File: src/rtl/irq_agg_pkg.sv
package irq_agg_pkg;

  localparam int unsigned MAX_SRC    = 32;
  localparam int unsigned OFS_STATUS = 32'h500;
  localparam int unsigned OFS_MASK   = 32'h504;
  localparam int unsigned OFS_ENABLE = 32'h508;
  localparam int unsigned BIT_EXT    = 25;
  localparam int unsigned BIT_ABORT  = 26;

  // Index of the least significant one; 0 when the vector is empty.
  function automatic int unsigned lowest_one(input logic [MAX_SRC-1:0] v);
    int unsigned r;
    r = 0;
    for (int i = MAX_SRC - 1; i >= 0; i--) begin
      if (v[i]) r = i;
    end
    return r;
  endfunction

  // Next value of one sticky bit: a set beats a clear.
  function automatic logic sticky_next(input logic cur, input logic set,
                                       input logic clr);
    return set | (cur & ~clr);
  endfunction

endpackage

File: src/rtl/irq_status_bank.sv
module irq_status_bank #(
  parameter int NUM_SRC = 27
) (
  input  logic               clk,
  input  logic               rst_n,
  input  logic [NUM_SRC-1:0] set_vec,
  input  logic [NUM_SRC-1:0] clr_vec,
  output logic [NUM_SRC-1:0] status
);
  import irq_agg_pkg::*;

  for (genvar g = 0; g < NUM_SRC; g++) begin : g_bit
    always_ff @(posedge clk or negedge rst_n) begin
      if (!rst_n) status[g] <= 1'b0;
      else        status[g] <= sticky_next(status[g], set_vec[g], clr_vec[g]);
    end
  end

endmodule

File: src/rtl/irq_ctrl_regs.sv
module irq_ctrl_regs #(
  parameter int NUM_SRC = 27
) (
  input  logic               clk,
  input  logic               rst_n,
  input  logic               mask_we,
  input  logic               en_we,
  input  logic [NUM_SRC-1:0] wr_bits,
  output logic [NUM_SRC-1:0] mask_q,
  output logic               en_q
);

  always_ff @(posedge clk or negedge rst_n) begin
    if (!rst_n) begin
      mask_q <= '0;
      en_q   <= 1'b0;
    end else begin
      if (mask_we) mask_q <= wr_bits;
      if (en_we)   en_q   <= wr_bits[0];
    end
  end

endmodule

File: src/rtl/irq_prio_enc.sv
module irq_prio_enc #(
  parameter int NUM_SRC = 27,
  parameter int IDX_W   = 5
) (
  input  logic [NUM_SRC-1:0] pend_vec,
  output logic               any,
  output logic [IDX_W-1:0]   idx
);
  import irq_agg_pkg::*;

  logic [MAX_SRC-1:0] wide;

  assign wide = MAX_SRC'(pend_vec);
  assign any  = |pend_vec;
  assign idx  = IDX_W'(lowest_one(wide));

endmodule

File: src/rtl/irq_aggregator.sv
module irq_aggregator #(
  parameter int NUM_SRC = 27,
  parameter int ADDR_W  = 12,
  parameter int DATA_W  = 32,
  localparam int IDX_W  = $clog2(NUM_SRC)
) (
  input  logic               clk,
  input  logic               rst_n,
  input  logic [NUM_SRC-1:0] src_evt,
  input  logic               reg_wr,
  input  logic [ADDR_W-1:0]  reg_addr,
  input  logic [DATA_W-1:0]  reg_wdata,
  output logic [DATA_W-1:0]  reg_rdata,
  output logic               cpu_irq,
  output logic               pend_valid,
  output logic [IDX_W-1:0]   pend_idx
);
  import irq_agg_pkg::*;

  localparam logic [ADDR_W-1:0] A_STATUS = ADDR_W'(OFS_STATUS);
  localparam logic [ADDR_W-1:0] A_MASK   = ADDR_W'(OFS_MASK);
  localparam logic [ADDR_W-1:0] A_ENABLE = ADDR_W'(OFS_ENABLE);

  // Named internal events, visible to the bound checker.
  logic               hit_status, hit_mask, hit_enable;
  logic [NUM_SRC-1:0] wr_bits;
  logic [NUM_SRC-1:0] clr_vec;
  logic [NUM_SRC-1:0] status_q;
  logic [NUM_SRC-1:0] mask_q;
  logic               en_q;
  logic [NUM_SRC-1:0] pend_vec;
  logic               unused_wdata_hi;

  assign hit_status = reg_addr == A_STATUS;
  assign hit_mask   = reg_addr == A_MASK;
  assign hit_enable = reg_addr == A_ENABLE;
  assign wr_bits    = reg_wdata[NUM_SRC-1:0];
  assign clr_vec    = (reg_wr && hit_status) ? wr_bits : '0;
  assign unused_wdata_hi = ^(reg_wdata >> NUM_SRC);

  irq_status_bank #(.NUM_SRC(NUM_SRC)) u_status (
    .clk     (clk),
    .rst_n   (rst_n),
    .set_vec (src_evt),
    .clr_vec (clr_vec),
    .status  (status_q)
  );

  irq_ctrl_regs #(.NUM_SRC(NUM_SRC)) u_ctrl (
    .clk     (clk),
    .rst_n   (rst_n),
    .mask_we (reg_wr && hit_mask),
    .en_we   (reg_wr && hit_enable),
    .wr_bits (wr_bits),
    .mask_q  (mask_q),
    .en_q    (en_q)
  );

  assign pend_vec = status_q & mask_q;

  irq_prio_enc #(.NUM_SRC(NUM_SRC), .IDX_W(IDX_W)) u_enc (
    .pend_vec (pend_vec),
    .any      (pend_valid),
    .idx      (pend_idx)
  );

  assign cpu_irq = en_q & pend_valid;

  always_comb begin
    reg_rdata = '0;
    if (hit_status)      reg_rdata = DATA_W'(status_q);
    else if (hit_mask)   reg_rdata = DATA_W'(mask_q);
    else if (hit_enable) reg_rdata = DATA_W'(en_q);
  end

endmodule

File: config.mk
export PLATFORM = sky130hd
export DESIGN_NAME = irq_aggregator
export DESIGN_NICKNAME = d
export VERILOG_FILES = /design/src/rtl/irq_agg_pkg.sv /design/src/rtl/irq_status_bank.sv /design/src/rtl/irq_ctrl_regs.sv /design/src/rtl/irq_prio_enc.sv /design/src/rtl/irq_aggregator.sv
export SDC_FILE = /design/constraint.sdc
export NUM_CORES = 1
export LEC_CHECK = 0
export BUFFER_PORTS_ARGS = -buffer_cell sky130_fd_sc_hd__buf_2
export CORE_UTILIZATION = 50
export CTS_CLUSTER_DIAMETER = 30
export DETAILED_ROUTE_END_ITERATION = 12
export PLACE_DENSITY_LB_ADDON = 0.3
export SLEW_MARGIN = 20
export SYNTH_ARGS = -nofsm -noshare
export SYNTH_HDL_FRONTEND = slang
export SYNTH_SLANG_ARGS = --single-unit
File: constraint.sdc
create_clock -name clk -period 2.2 [get_ports clk]
set_input_delay 0.11 -clock clk [delete_from_list [all_inputs] [get_ports clk]]
set_output_delay 0.11 -clock clk [all_outputs]
set_load 0.01 [all_outputs]
### Word level (Yosys, flattened, before mapping)

Index checks and enable logic that the tools add are counted.

| cells by class | value |
|---|---|
| muxes and demuxes | 31 |
| bitwise operators | 83 |
| reductions and logical operators | 4 |
| equal/unequal tests | 3 |

Operators by type and width:

| operator | count |
|---|---|
| 5-bit two-way mux | 27 |
| 27-bit two-way mux | 2 |
| 12-bit by 11-bit == test with 1-bit output (second input constant) | 3 |
| 32-bit two-way mux | 1 |
| 1-bit bitwise AND | 28 |
| 27-bit bitwise AND | 1 |
| 1-bit NOT | 27 |
| 1-bit OR | 27 |
| 27-bit OR reduction | 1 |
| 1-bit logical AND | 3 |
| 1-bit two-way mux | 1 |

| storage, ports and cells | value |
|---|---|
| output and inout port bits | 39 |
| flip-flop bits (word level) | 55 |
| word-level logic and storage cells | 150 |

### Longest topological paths before layout

Gate-level depths: netlist (run 1).

| logic depth | value |
|---|---|
| word-level depth | 28 |
| depth in mapped cells | 6 |

### Cells and area by module

Synthesis (run 1) repeated with hierarchy kept, for this count alone.

| unflattened totals | value |
|---|---|
| cell total of the unflattened synthesis | 368 |
| area, all modules | 3532.1 um2 |

Modules (own cells, without submodules):

| module | area an instance (um2) | times used | seq. area each (um2) | cells an instance |
|---|---|---|---|---|
| irq_ctrl_regs | 1142.3 | 1 | 700.7 | 59 |
| irq_aggregator | 1077.3 | 1 | 0.0 | 171 |
| irq_status_bank | 979.7 | 1 | 675.6 | 81 |
| irq_prio_enc | 332.8 | 1 | 0.0 | 57 |

### Least setup slack after synthesis (run 1)

Ideal clock, no wire load.

| timing path | value |
|---|---|
| path type | register to output |
| start point | register u_status.status[7] |
| end point | output port cpu_irq |
| data arrival time | 1660 ps |
| required time | 2090 ps |
| path buffers | 0 |
| cell stages (with the launch flop) | 6 |
| path slack | 430 ps |
| cell sequence | dfrtp_1 -> a22o_1 -> or4b_1 -> nand3b_4 -> nand2b_4 -> and2_1 |

| between the ends | value |
|---|---|
| cells in the longest elaborated chain, start to end | 3 |

Ends and longest elaborated chain:

| item | line | source |
|---|---|---|
| start: declaration | irq_status_bank.sv:8 | `output logic [NUM_SRC-1:0] status` |
| start signal: indexed assignment | irq_status_bank.sv:15 | `else status[g] <= sticky_next(status[g], set_vec[g], clr_vec[g]);` |
| 27-bit bitwise AND | irq_aggregator.sv:59 | `assign pend_vec = status_q & mask_q;` |
| 27-bit OR reduction | irq_prio_enc.sv:14 | `assign any = \|pend_vec;` |
| net pend_valid | irq_aggregator.sv:15 | `output logic pend_valid,` |
| 1-bit bitwise AND | irq_aggregator.sv:67 | `assign cpu_irq = en_q & pend_valid;` |
| end: declaration | irq_aggregator.sv:14 | `output logic cpu_irq,` |

The timed path passes the listed nets, and every way through them passes these cells.

### Worst setup path after layout (run 1)

| timing path | value |
|---|---|
| start point | register u_status.status[5] |
| end point | output port cpu_irq |

| between the ends | value |
|---|---|
| cells in the longest elaborated chain, start to end | 3 |

Ends and longest elaborated chain:

| item | line |
|---|---|
| 27-bit bitwise AND | irq_aggregator.sv:59 |
| 27-bit OR reduction | irq_prio_enc.sv:14 |
| 1-bit bitwise AND | irq_aggregator.sv:67 |

No other way between the ends.

==> flow_summary_export.csv, run 1 <==
group,metric,value,unit
global_routing,antenna_found_initial,0,
critical_path,endpoint_kind,"output pin",
clock_network,numClockSinks,55,
synth,syn-cell-area,3075,sq um
synth,netlist_instances,262,
sta,drv_slew,0,
place,dp_cells,437,
finish,syn2layout_area_growth,33.03,%
power,p_int,1.341,mW
route,num_vias,2659,
run,maxCapViolations,0,
route,dr_wl_met3,455,um
critical_path,arrival,2.12,ns
place,numPortBuffers,102,
place,gp_congestion,0.7678,
power,seq_power_share,57.4,%
sta,tns,-0.03247,ns
synth,synth_edf_count,0,
synth,ys_seq_area_share,44.75,%
clock_network,insertion_delay,0.30,ns
finish,finish.utilization,69.10,%
global_routing,grt_pass1_wl,12.04,mm
worst_hold_path,hold_depth,2,
critical_path,rr_worst_depth,2,
floorplan,rows,28,
route,routed_wl,7.647,mm
synth,ys_seq_elements,55,
sta,period_minus_slack,2.232,ns
clock_network,cts_buffers,5,
global_routing,grt_max_degree,56,
finish,antenna_cells,0,
sta,setup_viol,1,
sta,worst_slack,-0.03247,ns
critical_path,critPathMaxFanout,3,
power,p_per_area,432.5,nW/um^2
sta,period_share,101.5,%
critical_path,start_kind,"register",
power,switching_share,24.23,%
sta,rsz0062_at_grt,"yes",
status,violations,"setup timing",
floorplan,core_area,5921,sq um
route,viasPerCell,5.528,
synth,synth_flop_cell,"dfrtp_1",
critical_path,criticalPathCategory,"register to output pin",
power,p_leak,1.936,nW
synth,synth_area_per_cell,11.74,sq um
clock_network,clockRootBuffer,"clkbuf_8",
route,wl_met2,3.692,mm
route,ant_nets,0,
clock_network,clk_pin_slew,0.11,ns
place,dp_slack,0.2643,ns
finish,fill_cells,465,
sta,worst_pin_slew,0.7149,ns
power,p_clk_share,31.8,%
place,hpwlAfterDp,5.195,mm
floorplan,ios,113,
synth,synth_cell_types,43,
clock_network,htreeDepth,2,
route,drc,0,
sta,final_hold_viol_count,0,
clock_network,cts_tree,"done",
route,m1WireLength,3.383,mm
floorplan,die_width,80.43,um
floorplan,die_y,80.43,um
floorplan,start_util,51.94,%
sta,skew,0,ns
critical_path,cp.required,2.09,ns
synth,ys_async_sr_fraction,100.0,%
finish,drive_gt1_share,41.13,%
floorplan,die_area,6468,sq um
finish,nNetsFinal,479,
status,outcome,"finished with violations",
global_routing,grt_pass1_vias,2563,
power,comb_power_share,10.9,%
synth,yosys_warnings,0,
sta,fmax,0.4479,GHz
clock_network,cts_buffer_depth,2,
sta,relSlewSlack,52.34,%
route,drtIter0Drc,135,
worst_hold_path,hold_path.class,"input port to register",
global_routing,grt.total_usage,24.15,%
route,highest_layer,"met4",
finish,stdcell_count,481,
power,p_switching,0.4289,mW
global_routing,overflow,0,
route,wl_per_cell,15.90,um
route,drtPass1Iterations,4,
power,ir_drop,0.0003260,V
## repair_timing
item,CTS,global route
endpoints found under the setup margin,2,2
buffers inserted,7,1
gates resized for setup,2,7
pin swaps,2,5
hold endpoints to repair,82,0
hold buffers,28,0
## placed cells by master, fill, tap and decap left out, drive strengths merged, types with 2 or more instances in the layout
master and n:
buf 117, dfrtp 55, nand2 43, a22o 37, a21o 28, dlygate4sd3 28
mux2 28, nor2 9, clkbuf 6, conb 5, a21oi 4, a22oi 4
a31oi 3, a32oi 3, nand2b 3, o21ai 3, inv 2, o31ai 2
o21a 2, a222oi 2, a32o 2, nor4 2, and2 2, nor3 2
## metrics by stage
stage	hold slack [ns]	total power, mW	instance area, sq um
2_1_floorplan	-0.1856	1.084	3090
3_3_place_gp	0.2876	1.184	3640
3_5_place_dp	0.2917	1.187	3640
4_1_cts	0.03493	1.770	4063
5_1_grt	0.02427	1.838	4091
6_report	0.03459	1.770	4091
## cell usage after synthesis (2+ instances only)
| cell | number | area (sq um) |
|---|---|---|
| dfrtp_1 | 55 | 1376 |
| nand2_1 | 43 | 161.4 |
| a22o_1 | 37 | 324.1 |
| a21o_1 | 28 | 210.2 |
| mux2_4 | 20 | 300.3 |
| mux2_2 | 8 | 90.09 |
| nor2_1 | 6 | 22.52 |
| buf_4 | 5 | 37.54 |
| a21oi_1 | 4 | 20.02 |
| a22oi_1 | 4 | 30.03 |
| buf_2 | 4 | 20.02 |
| a31oi_1 | 3 | 18.77 |
| a32oi_1 | 3 | 26.28 |
| o21ai_0 | 3 | 15.01 |
| a222oi_1 | 2 | 20.02 |
| a32o_1 | 2 | 20.02 |
| and2_1 | 2 | 12.51 |
| buf_12 | 2 | 40.04 |
| buf_6 | 2 | 22.52 |
| inv_1 | 2 | 7.510 |
| nand2b_4 | 2 | 27.53 |
| nor2_4 | 2 | 22.52 |
| o21a_1 | 2 | 15.01 |
| o31ai_1 | 2 | 15.01 |
## power by group through the flow
stage	combinational (mW)	sequential, mW	clock [mW]
3_5_place_dp	0.152	1.03	0
6_report	0.192	1.01	0.563
4_1_cts	0.191	1.01	0.564
5_1_grt	0.211	1.02	0.612
2_1_floorplan	0.0497	1.03	0
3_3_place_gp	0.149	1.03	0
## sequential cells by signal, indices dropped and copies added, names as in the netlist
name / cells
u_ctrl.mask_q: 27
u_ctrl.en_q: 1
u_status.status: 27
## worst paths after layout
check | to | slack (ns) | startpoint
min in group asynchronous | u_ctrl.mask_q[1]$_DFFE_PN0P_ | 0.47 | rst_n
worst min register to register | u_status.status[26]$_DFF_PN0_ | 0.53 | u_status.status[26]$_DFF_PN0_
worst max register to register | u_ctrl.mask_q[6]$_DFFE_PN0P_ | 1.28 | u_ctrl.mask_q[6]$_DFFE_PN0P_
max in group asynchronous | u_status.status[8]$_DFF_PN0_ | 1.25 | rst_n
worst min-delay path | u_ctrl.mask_q[6]$_DFFE_PN0P_ | 0.03 | reg_wdata[6]
worst max-delay path | cpu_irq | -0.03 | u_status.status[5]$_DFF_PN0_
## cell families after synthesis
group	count (synthesis)	synth area share [%]
compound gates	94	24.33
buf+inv	15	4.150
flops	55	44.75
mux	29	13.02
other cells	1	0.1219
simple gates	68	13.63
## final cells by class
type / instances / area, sq um / area share (%)
clock buffer: 6 / 72.57 / 1.774
clock inverter: 2 / 12.51 / 0.3058
inverter: 2 / 7.507 / 0.1835
multi-input combinational: 196 / 1607 / 39.27
sequential: 55 / 1376 / 33.64
tap: 75 / 93.84 / 2.294
timing repair buffer: 145 / 922.1 / 22.54
## critical path, stage by stage (launching register included)
cell      delay, ns
dfrtp_1        0.41
a22o_1         0.28
or4b_4         0.55
nand3b_4       0.17
nand2b_4       0.15
and2_4         0.14
buf_6          0.11
## metal layers
metal / GRT usage (%) / vias up
li1: - / 1267
met2: 40.59 / 100
met3: 4.205 / 10
met1: 31.39 / 1282
met4: 7.857 / 0
met5: 0 / -
Note: power is estimated with default switching activity, not from simulation.
==> inputs of run 2 (changes only) <==
- CELL_PAD_IN_SITES_DETAIL_PLACEMENT: not set -> 0
- CELL_PAD_IN_SITES_GLOBAL_PLACEMENT: not set -> 1
- CORE_UTILIZATION: 50 -> 38
- GPL_ROUTABILITY_DRIVEN: not set -> 1
==> flow_summary_export.csv, run 2 (synthesis results as in run 1) <==
group,metric,value,unit
route,ant_nets,0,
sta,worst_pin_slew,0.6704,ns
clock_network,htreeDepth,2,
critical_path,start_kind,"register",
critical_path,crit_slowest_cell,"or4b_4",
global_routing,grt_pass1_vias,2568,
run,maxCapViolations,0,
sta,relSlewSlack,55.31,%
critical_path,crit_path_max_incr_delay,0.54,ns
critical_path,r2r_setup_slack,1.28,ns
floorplan,rows,32,
finish,finish.utilization,54.37,%
floorplan,die_width,91.96,um
finish,final_cell_mix,"buf_2 (101), dfrtp_1 (55), nand2_1 (43)",
floorplan,die_area,8457,sq um
sta,period_minus_slack,2.184,ns
critical_path,critPathMaxFanout,2,
worst_hold_path,hold_path.class,"input port to register",
sta,period_share,99.28,%
critical_path,cp_num_buf_inv,1,
critical_path,endpoint_kind,"output pin",
clock_network,insertion_delay,0.30,ns
finish,syn2layout_area_growth,37.31,%
power,ir_drop,0.0003460,V
critical_path,criticalPathCategory,"register to output pin",
floorplan,die_y,91.96,um
finish,antenna_cells,0,
clock_network,numClockSinks,55,
critical_path,cp.required,2.09,ns
power,p_per_area,441.5,nW/um^2
route,wl_per_cell,15.62,um
route,drc,0,
place,dpl-instance-area,3686,sq um
global_routing,overflow,0,
route,drtPass1Iterations,4,
global_routing,grt_max_degree,29,
sta,skew,0,ns
place,gp_congestion,0.7591,
floorplan,start_util,39.59,%
sta,fmax,0.4578,GHz
sta,rsz0062_at_grt,"yes",
global_routing,grt.total_usage,19.01,%
place,hpwlAfterDp,5.672,mm
route,drtIter0Drc,61,
clock_network,clk_pin_slew,0.10,ns
global_routing,antenna_found_initial,0,
floorplan,core_area,7767,sq um
route,viasPerCell,5.192,
critical_path,arrival,2.07,ns
status,outcome,"finished, final reports clean",
clock_network,cts_tree,"done",
finish,reg_top3,"u_ctrl.mask_q x27, u_status.status x27, u_ctrl.en_q x1",
finish,drive_gt1_share,42.27,%
critical_path,path_cells,"a22o_1 > or4b_4 > nand3b_4 > nand2b_4 > and2_4 > buf_6",
sta,final_hold_viol_count,0,
route,num_vias,2679,
clock_network,cts_buffer_depth,2,
clock_network,cts_buffers,5,
critical_path,cp_top_family,"simple AND/OR/NAND/NOR gates",
finish,final_common_cell,"buf_2",
clock_network,clockRootBuffer,"clkbuf_8",
power,p_leak,1.993,nW
route,routed_wl,8.062,mm
finish,nNetsFinal,488,
place,numPortBuffers,102,
sta,setup_viol,0,
floorplan,ios,113,
finish,final_area,4223,sq um
sta,drv_slew,0,
global_routing,grt_pass1_wl,12.61,mm
[run 2: cell count changes in the layout (fill, tap and decap cells not counted), sizes merged]
cell	delta
bufinv	+1
clkinv	-1
clkinvlp	-1
buf	+9
[run 2: layer usage]
layer / vias to the layer above / global-route usage, % / wire length, um
met1: 1313 / 25.90 / 3633
met2: 84 / 31.90 / 3991
li1: 1278 / - / -
met5: - / 0 / 0
met4: 0 / 3.906 / 48
met3: 4 / 3.068 / 389
[run 2: layout make-up]
cell class,instances,area [sq um]
Clock inverter,1,30.03
Sequential cell,55,1376
Clock buffer,6,72.57
Timing Repair Buffer,154,1002
Inverter,2,7.507
Tap cell,102,127.6
Fill cell,720,3545
Multi-Input combinational cell,196,1607
[run 2: timing repair]
item | CTS | global route
gates resized for setup | 2 | 6
pin swaps | 4 | 6
setup endpoints to repair | 1 | 2
buffers inserted | 10 | 7
hold buffers | 28 | 0
endpoints found under the hold margin | 54 | 0
[run 2: stage by stage]
step                      hold WS [ns]   TNS (ns)  std cells  power [mW]  setup WS, ns
final                          0.04698          0        516       1.864       0.01575
after global routing           0.03436   -0.07397        516       1.938      -0.07397
after CTS                      0.03817  -0.003103        509       1.882     -0.003103
after detailed placement        0.1826          0        464       1.191        0.2697
after global placement          0.1807          0        464       1.189        0.2735
after floorplan                -0.1856          0        266       1.084        0.4301
[run 2: worst paths after layout]
check                                              startpoint                       endpoint  depth (start not counted)
worst max-delay path             u_status.status[7]$_DFF_PN0_                        cpu_irq                          6
worst min-delay path                            reg_wdata[25]  u_ctrl.mask_q[25]$_DFFE_PN0P_                          2
worst max register to register   u_ctrl.mask_q[1]$_DFFE_PN0P_   u_ctrl.mask_q[1]$_DFFE_PN0P_                          2
worst min register to register  u_status.status[26]$_DFF_PN0_  u_status.status[26]$_DFF_PN0_                          1
max in group asynchronous                               rst_n  u_ctrl.mask_q[18]$_DFFE_PN0P_                          3
min in group asynchronous                               rst_n   u_status.status[4]$_DFF_PN0_                          2
[run 2: power by group]
part / switching [mW] / leakage, nW / internal [mW]
logic: 0.0879 / 1.31 / 0.107
registers: 0.00248 / 0.627 / 1.01
clock network: 0.320 / 0.0513 / 0.334
